`config.mk`:
```
export PLATFORM = sky130hd
export DESIGN_NAME = thermal_zone_ctrl
export DESIGN_NICKNAME = d
export VERILOG_FILES = /design/src/rtl/tzc_pkg.sv /design/src/rtl/tzc_datapath.sv /design/src/rtl/tzc_ctrl.sv /design/src/rtl/thermal_zone_ctrl.sv
export SDC_FILE = /design/constraint.sdc
export NUM_CORES = 1
export LEC_CHECK = 0
export ABC_CLOCK_PERIOD_IN_PS = 3010
export BUFFER_PORTS_ARGS = -buffer_cell sky130_fd_sc_hd__buf_2
export CAP_MARGIN = 20
export CORE_MARGIN = 2
export CORE_UTILIZATION = 55
export DETAILED_ROUTE_END_ITERATION = 10
export GPL_TIMING_DRIVEN = 1
export HOLD_SLACK_MARGIN = 0.12
export PLACE_DENSITY = 0.94
export SYNTH_ARGS = -nofsm -noshare
export SYNTH_HDL_FRONTEND = slang
export SYNTH_SLANG_ARGS = --single-unit
```
`constraint.sdc`:
```
create_clock -name clk -period 3.01 [get_ports clk]
set_clock_uncertainty 0.2 [all_clocks]
set_input_delay 0.4515 -clock clk [delete_from_list [all_inputs] [get_ports clk]]
set_output_delay 0.4515 -clock clk [all_outputs]
set_load 0.005 [all_outputs]
```
`src/rtl/tzc_pkg.sv`:
```
package tzc_pkg;
  localparam int NUM_LEVELS = 4;
  typedef logic [1:0] level_t;
  typedef struct packed {
    logic capture;
    logic changed;
  } tzcStrobe_t;
endpackage

```
`src/rtl/tzc_datapath.sv`:
```
module tzc_datapath
  import tzc_pkg::*;
#(
  parameter int NUM_SENSORS = 2,
  parameter int TEMP_W      = 8,
  parameter int STEP        = 4,
  parameter int NUM_CORES   = 4,
  parameter int OPP_W       = 2,
  parameter int THR_W       = 2
) (
  input  logic                          clk,
  input  logic                          rst_n,
  input  logic [NUM_SENSORS*TEMP_W-1:0] tempBus,
  input  logic [TEMP_W-1:0]             critTemp,
  input  logic [TEMP_W-1:0]             shutTemp,
  input  logic [TEMP_W-1:0]             shutMargin,
  input  logic [NUM_LEVELS*NUM_CORES-1:0] cfgCoreMask,
  input  logic [NUM_LEVELS*OPP_W-1:0]   cfgOpp,
  input  logic [NUM_LEVELS*THR_W-1:0]   cfgThrottle,
  input  tzcStrobe_t                    ctl,
  output level_t                        newLevel,
  output logic                          aboveShut,
  output logic                          belowRelease,
  output level_t                        level,
  output logic [NUM_CORES-1:0]          coreMask,
  output logic [OPP_W-1:0]              oppIdx,
  output logic [THR_W-1:0]              throttleLvl
);
  localparam int EXT_W = TEMP_W + 8;

  logic [TEMP_W-1:0] hottest;
  logic [EXT_W-1:0]  hotExt;
  logic [EXT_W-1:0]  critExt;
  logic [NUM_CORES-1:0] nextMask;
  logic [OPP_W-1:0]     nextOpp;
  logic [THR_W-1:0]     nextThr;

  // Hottest sensor wins
  always_comb begin
    hottest = '0;
    for (int i = 0; i < NUM_SENSORS; i++) begin
      if (tempBus[i*TEMP_W +: TEMP_W] > hottest) hottest = tempBus[i*TEMP_W +: TEMP_W];
    end
  end

  assign hotExt  = {{(EXT_W-TEMP_W){1'b0}}, hottest};
  assign critExt = {{(EXT_W-TEMP_W){1'b0}}, critTemp};

  // Zone k is hit when hottest + (4-k)*STEP >= critical; adding avoids underflow
  always_comb begin
    newLevel = '0;
    for (int k = 1; k < NUM_LEVELS; k++) begin
      if (hotExt + EXT_W'((NUM_LEVELS - k) * STEP) >= critExt) newLevel = level_t'(k);
    end
  end

  assign aboveShut    = (hottest >= shutTemp);
  assign belowRelease = ({1'b0, hottest} + {1'b0, shutMargin}) < {1'b0, shutTemp};

  // Running settings for the candidate level
  always_comb begin
    nextMask = cfgCoreMask[int'(newLevel)*NUM_CORES +: NUM_CORES];
    nextOpp  = cfgOpp[int'(newLevel)*OPP_W +: OPP_W];
    nextThr  = cfgThrottle[int'(newLevel)*THR_W +: THR_W];
    if (newLevel == level_t'(0)) begin
      nextMask = '1;
      nextOpp  = '0;
      nextThr  = '0;
    end else if (newLevel == level_t'(NUM_LEVELS-1)) begin
      nextThr  = '1;
    end
  end

  always_ff @(posedge clk or negedge rst_n) begin
    if (!rst_n) begin
      level       <= '0;
      coreMask    <= '1;
      oppIdx      <= '0;
      throttleLvl <= '0;
    end else if (ctl.capture) begin
      level       <= newLevel;
      coreMask    <= nextMask;
      oppIdx      <= nextOpp;
      throttleLvl <= nextThr;
    end
  end


  cool_full_perf_chk: assert property (@(posedge clk) disable iff (!rst_n)
    (level == level_t'(0)) |-> ((&coreMask) && oppIdx == '0 && throttleLvl == '0));


  hot_max_throttle_chk: assert property (@(posedge clk) disable iff (!rst_n)
    (level == level_t'(NUM_LEVELS-1)) |-> (&throttleLvl));


  hold_between_ticks_chk: assert property (@(posedge clk) disable iff (!rst_n)
    !ctl.capture |=> ($stable(level) && $stable(coreMask) && $stable(oppIdx) && $stable(throttleLvl)));


  level_tracks_sample_chk: assert property (@(posedge clk) disable iff (!rst_n)
    ctl.capture |=> (level == $past(newLevel)));
endmodule

```
`src/rtl/tzc_ctrl.sv`:
```
module tzc_ctrl
  import tzc_pkg::*;
(
  input  logic       clk,
  input  logic       rst_n,
  input  logic       sampleTick,
  input  level_t     newLevel,
  input  level_t     curLevel,
  input  logic       aboveShut,
  input  logic       belowRelease,
  output tzcStrobe_t ctl,
  output logic       shutReq,
  output logic       levelChanged
);
  always_comb begin
    ctl.capture = sampleTick;
    ctl.changed = sampleTick && (newLevel != curLevel);
  end

  always_ff @(posedge clk or negedge rst_n) begin
    if (!rst_n) begin
      shutReq      <= 1'b0;
      levelChanged <= 1'b0;
    end else begin
      levelChanged <= ctl.changed;
      if (sampleTick) begin
        if (aboveShut) shutReq <= 1'b1;
        else if (belowRelease) shutReq <= 1'b0;
      end
    end
  end


  strobe_after_tick_chk: assert property (@(posedge clk) disable iff (!rst_n)
    levelChanged |-> $past(sampleTick));


  shut_set_chk: assert property (@(posedge clk) disable iff (!rst_n)
    (sampleTick && aboveShut) |=> shutReq);


  shut_hold_chk: assert property (@(posedge clk) disable iff (!rst_n)
    (shutReq && !(sampleTick && belowRelease)) |=> shutReq);


  shut_idle_chk: assert property (@(posedge clk) disable iff (!rst_n)
    !sampleTick |=> $stable(shutReq));
endmodule

```
`src/rtl/thermal_zone_ctrl.sv`:
```
module thermal_zone_ctrl
  import tzc_pkg::*;
#(
  parameter int NUM_SENSORS = 2,
  parameter int TEMP_W      = 8,
  parameter int STEP        = 4,
  parameter int NUM_CORES   = 4,
  parameter int OPP_W       = 2,
  parameter int THR_W       = 2
) (
  input  logic                            clk,
  input  logic                            rst_n,
  input  logic                            sampleTick,
  input  logic [NUM_SENSORS*TEMP_W-1:0]   tempBus,
  input  logic [TEMP_W-1:0]               critTemp,
  input  logic [TEMP_W-1:0]               shutTemp,
  input  logic [TEMP_W-1:0]               shutMargin,
  input  logic [4*NUM_CORES-1:0]          cfgCoreMask,
  input  logic [4*OPP_W-1:0]              cfgOpp,
  input  logic [4*THR_W-1:0]              cfgThrottle,
  output logic [1:0]                      level,
  output logic [NUM_CORES-1:0]            coreMask,
  output logic [OPP_W-1:0]                oppIdx,
  output logic [THR_W-1:0]                throttleLvl,
  output logic                            shutReq,
  output logic                            levelChanged
);
  tzcStrobe_t ctl;
  level_t     newLevel;
  level_t     curLevel;
  logic       aboveShut;
  logic       belowRelease;

  assign level = curLevel;

  tzc_datapath #(
    .NUM_SENSORS(NUM_SENSORS), .TEMP_W(TEMP_W), .STEP(STEP),
    .NUM_CORES(NUM_CORES), .OPP_W(OPP_W), .THR_W(THR_W)
  ) u_dp (
    .clk(clk), .rst_n(rst_n), .tempBus(tempBus), .critTemp(critTemp),
    .shutTemp(shutTemp), .shutMargin(shutMargin), .cfgCoreMask(cfgCoreMask),
    .cfgOpp(cfgOpp), .cfgThrottle(cfgThrottle), .ctl(ctl), .newLevel(newLevel),
    .aboveShut(aboveShut), .belowRelease(belowRelease), .level(curLevel),
    .coreMask(coreMask), .oppIdx(oppIdx), .throttleLvl(throttleLvl)
  );

  tzc_ctrl u_ctrl (
    .clk(clk), .rst_n(rst_n), .sampleTick(sampleTick), .newLevel(newLevel),
    .curLevel(curLevel), .aboveShut(aboveShut), .belowRelease(belowRelease),
    .ctl(ctl), .shutReq(shutReq), .levelChanged(levelChanged)
  );
endmodule

```
==> impl_metrics.py, run 1 <==
metrics = {
    "yosys": {
        "synth_nets": 428,
        "ys.flop_type": "dfrtp_1",
        "syn_inst": 298,
        "synth_seq_cells": 12,
        "syn_area_mm2": 0.00240,
        "ys_types": 52,
        "syn_area_per_cell_um2": 8.04,
        "ys_top_cells_by_area": "ha_1 (28%), dfrtp_1 (8.4%), inv_1 (5.9%)",
        "synth.top_cell.area_share_pct": 28.2,
        "synth_top_cell_by_area": "ha_1",
        "synth.most_common_cell": "ha_1",
        "synth_edf_count": 0,
        "async_flop_share_pct": 100,
        "yosys_warnings": 0,
        "synth_common_cells": "ha_1 (54), inv_1 (38), nor2_1 (22)",
        "ys_seq_area_share_pct": 12.7,
    },
    "grt": {
        "grt_usage_pct": 64.4,
        "grt_start_max_net_pins": 24,
        "overflow": 1,
    },
    "clock_network": {
        "cts_max_level": 1,
        "root_buffer": "clkbuf_8",
        "cts_buffers": 3,
        "cts_num_sinks": 12,
        "cts.path.max_buffers": 2,
    },
    "outcome": {
        "error_line": "[ERROR GRT-0232] Routing congestion too high. Check the congestion heatmap in the GUI.",
        "haltStage": "global routing",
        "status": "aborted with a tool error",
    },
    "floorplan": {
        "initial_core_util_pct": 56.2,
        "fp.dieW_um": 70.0,
        "ios": 87,
        "placementRows": 24,
        "die_h_um": 70.0,
    },
    "place": {
        "place_congestion": 0.990,
        "dp_hpwl_um": 6600,
        "numPortBuffers": 76,
        "pre_cts_ws_ps": -1680,
    },
    "timing": {
        "worstEndpointGrtRepair": "u_dp.coreMask[3]$_DFFE_PN1P_/D",
        "worst-ep-kind": "register input",
    },
}
==> cell families after synthesis <==
group	Yosys count	share of synthesized area, %
AOI/OAI and AO/OA	84	23.9
and+or+nand+nor	81	17.8
adders and majority gates	55	29.0
buffers and inverters	44	7.36
xor gates and xnor gates	16	5.85
DFF	12	12.7
muxes	6	3.29
==> layer usage <==
metal | global-route usage, % | overflow
met1 | 63.7 | 0
met3 | 36.7 | 0
met5 | 0 | 0
met4 | 69.4 | 1
met2 | 89.2 | 0
==> through the flow <==
step	hold slack, ps	cell area, um^2	cells	setup TNS, ps
2_1_floorplan	-44.1	2490	298	-13550
3_3_place_gp	135	3340	479	-15530
3_5_place_dp	143	3340	479	-18700
4_1_cts	257	3700	495	-12810
==> what timing repair did <==
item,4_1_cts
pin swaps,37
buffers inserted,12
resized for setup,50
gates cloned,0
setup endpoints to repair,12
hold endpoints to repair,8
hold buffers,1
==> run 2, diff against run 1 <==
- CORE_UTILIZATION: 55 -> 40
- HOLD_SLACK_MARGIN: 0.12 -> unset
- PLACE_DENSITY: 0.94 -> unset
- PLACE_DENSITY_LB_ADDON: unset -> 0.15
==> run 2 against run 1 <==
Net effect: the flow now finishes, with violations (setup timing); synthesized cell count unchanged; synthesized area did not move.
==> impl_metrics.py, run 2 <==
metrics = {
    "timing": {
        "holdWs_ps": 262,
        "finalHoldViolCount": 0,
        "worst_slack_ps": -1140,
        "max-slew-margin-rel_pct": 66.6,
        "worst_pin_slew_ps": 499,
        "setup-violations-final": 12,
        "period_minus_slack_ps": 4150,
        "post-route-period-util_pct": 138,
        "fmax_ghz": 0.241,
        "rsz0062_at_grt": "true",
        "slew_violations": 0,
    },
    "setup_path": {
        "crit_arrival_ps": 4060,
        "r2r_slack_ps": 1590,
        "crit_chain": "buf_2 > ha_1 > nand4_1 > nor2_4 > a211oi_2 > nor2_2 > buf_6 > mux2i_4 > inv_2 > ha_4 > and3_4 > xnor2_4 > ha_4 > a21oi_2 > o21a_1 > nand2_2 > nor4_4 > buf_4 > nor3b_2 > a311oi_2 > o22ai_1",
        "max_stage_delay_ps": 330,
        "critical-path-top-delay-family": "simple AND/OR/NAND/NOR gates",
        "endpoint_kind": "flop",
        "cp-start-kind": "input port",
        "required_ps": 2910,
        "cpMostUsedCell": "ha_4",
        "path_max_fanout": 5,
        "worst-path-buf-inv": 4,
        "crit_type": "in2reg",
        "slowest_stage": "nor4_4",
    },
    "grt": {
        "antenna_found_initial": 0,
        "overflow": 0,
        "grtUsageMet3_pct": 1.21,
        "grt_first_pass_wirelength_um": 10800,
        "grt_busiest_layer": "met2",
        "grt_usage_pct": 20.3,
        "grt_start_max_net_pins": 24,
        "use_met2_pct": 36.7,
        "use_met1_pct": 26.4,
        "grt_pass1_vias": 2469,
    },
    "clock_network": {
        "insertion_delay_ps": 230,
        "cts.path.max_buffers": 2,
        "cts_tree": "done",
        "cts_buffers": 3,
        "cts_max_level": 1,
        "cts_num_sinks": 12,
        "clkTransAtPathRegs_ps": 50,
        "root_buffer": "clkbuf_8",
    },
    "outcome": {
        "violations": "setup timing",
        "status": "finished, violations left",
    },
    "cells_and_area": {
        "finalNonFillerCells": 517,
        "final_cell_mix": "buf_2 (74), buf_4 (60), ha_1 (42), inv_1 (34), nor2_1 (18)",
        "drive_gt1_share_pct": 52.9,
        "largest_reg_flops": 4,
        "syn2layout_area_growth_pct": 65.7,
        "final_common_cell": "buf_2",
        "nNetsFinal": 573,
        "antennaDiodeCount": 0,
        "largest_register": "u_dp.coreMask",
    },
    "floorplan": {
        "core_area_mm2": 0.00585,
        "placementRows": 28,
        "ios": 87,
        "fp.dieW_um": 81.4,
        "die_area_mm2": 0.00663,
        "initial_core_util_pct": 41.0,
        "die_h_um": 81.4,
    },
    "yosys": {
        "syn_inst": 298,
        "synth.top_cell.area_share_pct": 28.2,
        "ys_top_cells_by_area": "ha_1 (28%), dfrtp_1 (8.4%), inv_1 (5.9%)",
        "async_flop_share_pct": 100,
        "syn_area_per_cell_um2": 8.04,
        "ys_types": 52,
        "synth_seq_cells": 12,
        "syn_area_mm2": 0.00240,
        "synth_edf_count": 0,
        "synth.most_common_cell": "ha_1",
        "synth_common_cells": "ha_1 (54), inv_1 (38), nor2_1 (22)",
        "ys.flop_type": "dfrtp_1",
        "ys_seq_area_share_pct": 12.7,
        "synth_top_cell_by_area": "ha_1",
        "yosys_warnings": 0,
        "synth_nets": 428,
    },
    "place": {
        "dp_cells": 502,
        "pre_cts_ws_ps": -1580,
        "numPortBuffers": 76,
        "dp_hpwl_um": 5510,
        "place_congestion": 0.843,
    },
    "route": {
        "detail-route-antenna-nets": 0,
        "vias": 2630,
        "first_pass_iters": 4,
        "vias_per_cell": 5.09,
        "routedWlPerCell_um": 13.6,
        "drt-initial-drc-count": 73,
        "routed_wl_um": 7020,
        "remaining_drc_errors": 0,
    },
    "hold_path": {
        "min_path_type": "in2reg",
    },
    "power_and_ir_drop": {
        "p_per_area_mw_per_mm2": 407,
        "leakage_uw": 0.00195,
        "max-vdd-ir-drop_v": 0.000292,
    },
    "job": {
        "cap_violations": 0,
    },
}
[run 2: cell counts after synthesis]
Identical to the previous run, type by type.
[run 2: area by class of cell]
class | count | area, um^2
multi-input cells | 242 | 2430
fillers | 492 | 1880
repair buffers | 145 | 947
flip-flops and latches | 12 | 305
inverters | 39 | 154
well taps | 75 | 93.8
clock buffers | 4 | 45.0
[run 2: logic make-up after synthesis]
| group | after synthesis | synth area share (%) |
|---|---|---|
| buf+inv | 44 | 7.36 |
| mux | 6 | 3.29 |
| fa+ha+maj | 55 | 29.0 |
| flops | 12 | 12.7 |
| xor+xnor | 16 | 5.85 |
| simple gates | 81 | 17.8 |
| compound gates | 84 | 23.9 |
[run 2: repair_timing]
| action | 4_1_cts | 5_1_grt |
|---|---|---|
| endpoints found under the setup margin | 12 | 12 |
| resized for setup | 65 | 30 |
| hold buffers | 1 | 0 |
| buffers inserted | 7 | 4 |
| endpoints found under the hold margin | 8 | 0 |
| gates cloned | 0 | 0 |
| pin swaps | 45 | 30 |
[run 2: power breakdown]
part | leakage, uW | total [uW] | switching (uW) | internal, uW
clock | 0.0000228 | 147 | 54.1 | 92.9
sequential | 0.000133 | 258 | 32.1 | 226
combinational | 0.00180 | 1210 | 575 | 634
[run 2: stage by stage]
stage | power, uW | cell area [um^2] | setup TNS (ps) | utilization [%]
finish | 1610 | 3970 | -12740 | 67.9
global route | 1770 | 3970 | -15150 | 67.9
CTS | 1520 | 3780 | -11590 | 64.7
detailed placement | 1210 | 3370 | -17980 | 57.5
global placement | 1190 | 3370 | -16510 | 57.5
floorplan | 842 | 2490 | -13550 | -
[run 2: final timing paths]
check | cells past startpoint | end | startpoint
setup / recovery | 21 | u_dp.oppIdx[1] | tempBus[10]
hold / removal | 3 | u_dp.coreMask[2] | cfgCoreMask[14]
hold reg to reg | 1 | u_ctrl.shutReq | u_ctrl.shutReq
min in group asynchronous | 2 | u_dp.level[1] | rst_n
max in group asynchronous | 2 | u_dp.coreMask[3] | rst_n
setup reg to reg | 4 | u_ctrl.levelChanged | u_dp.level[0]
[run 2: worst reg2reg max path, delay by kind of cell (launching register included)]
family,cells,cell delay (ps)
AO/OA/AOI/OAI,2,340
AND/OR/NAND/NOR,2,330
flip-flops,1,440
[run 2: routing by layer]
layer  vias up  wire length (um)  part of all wire, %
met2        66              3590                   51
met5         -                 0                    0
li1       1368                 -                    -
met3         6               284                  4.0
met1      1190              3070                   44
met4         0                71                  1.0
Power figures use the tool's default switching activity.
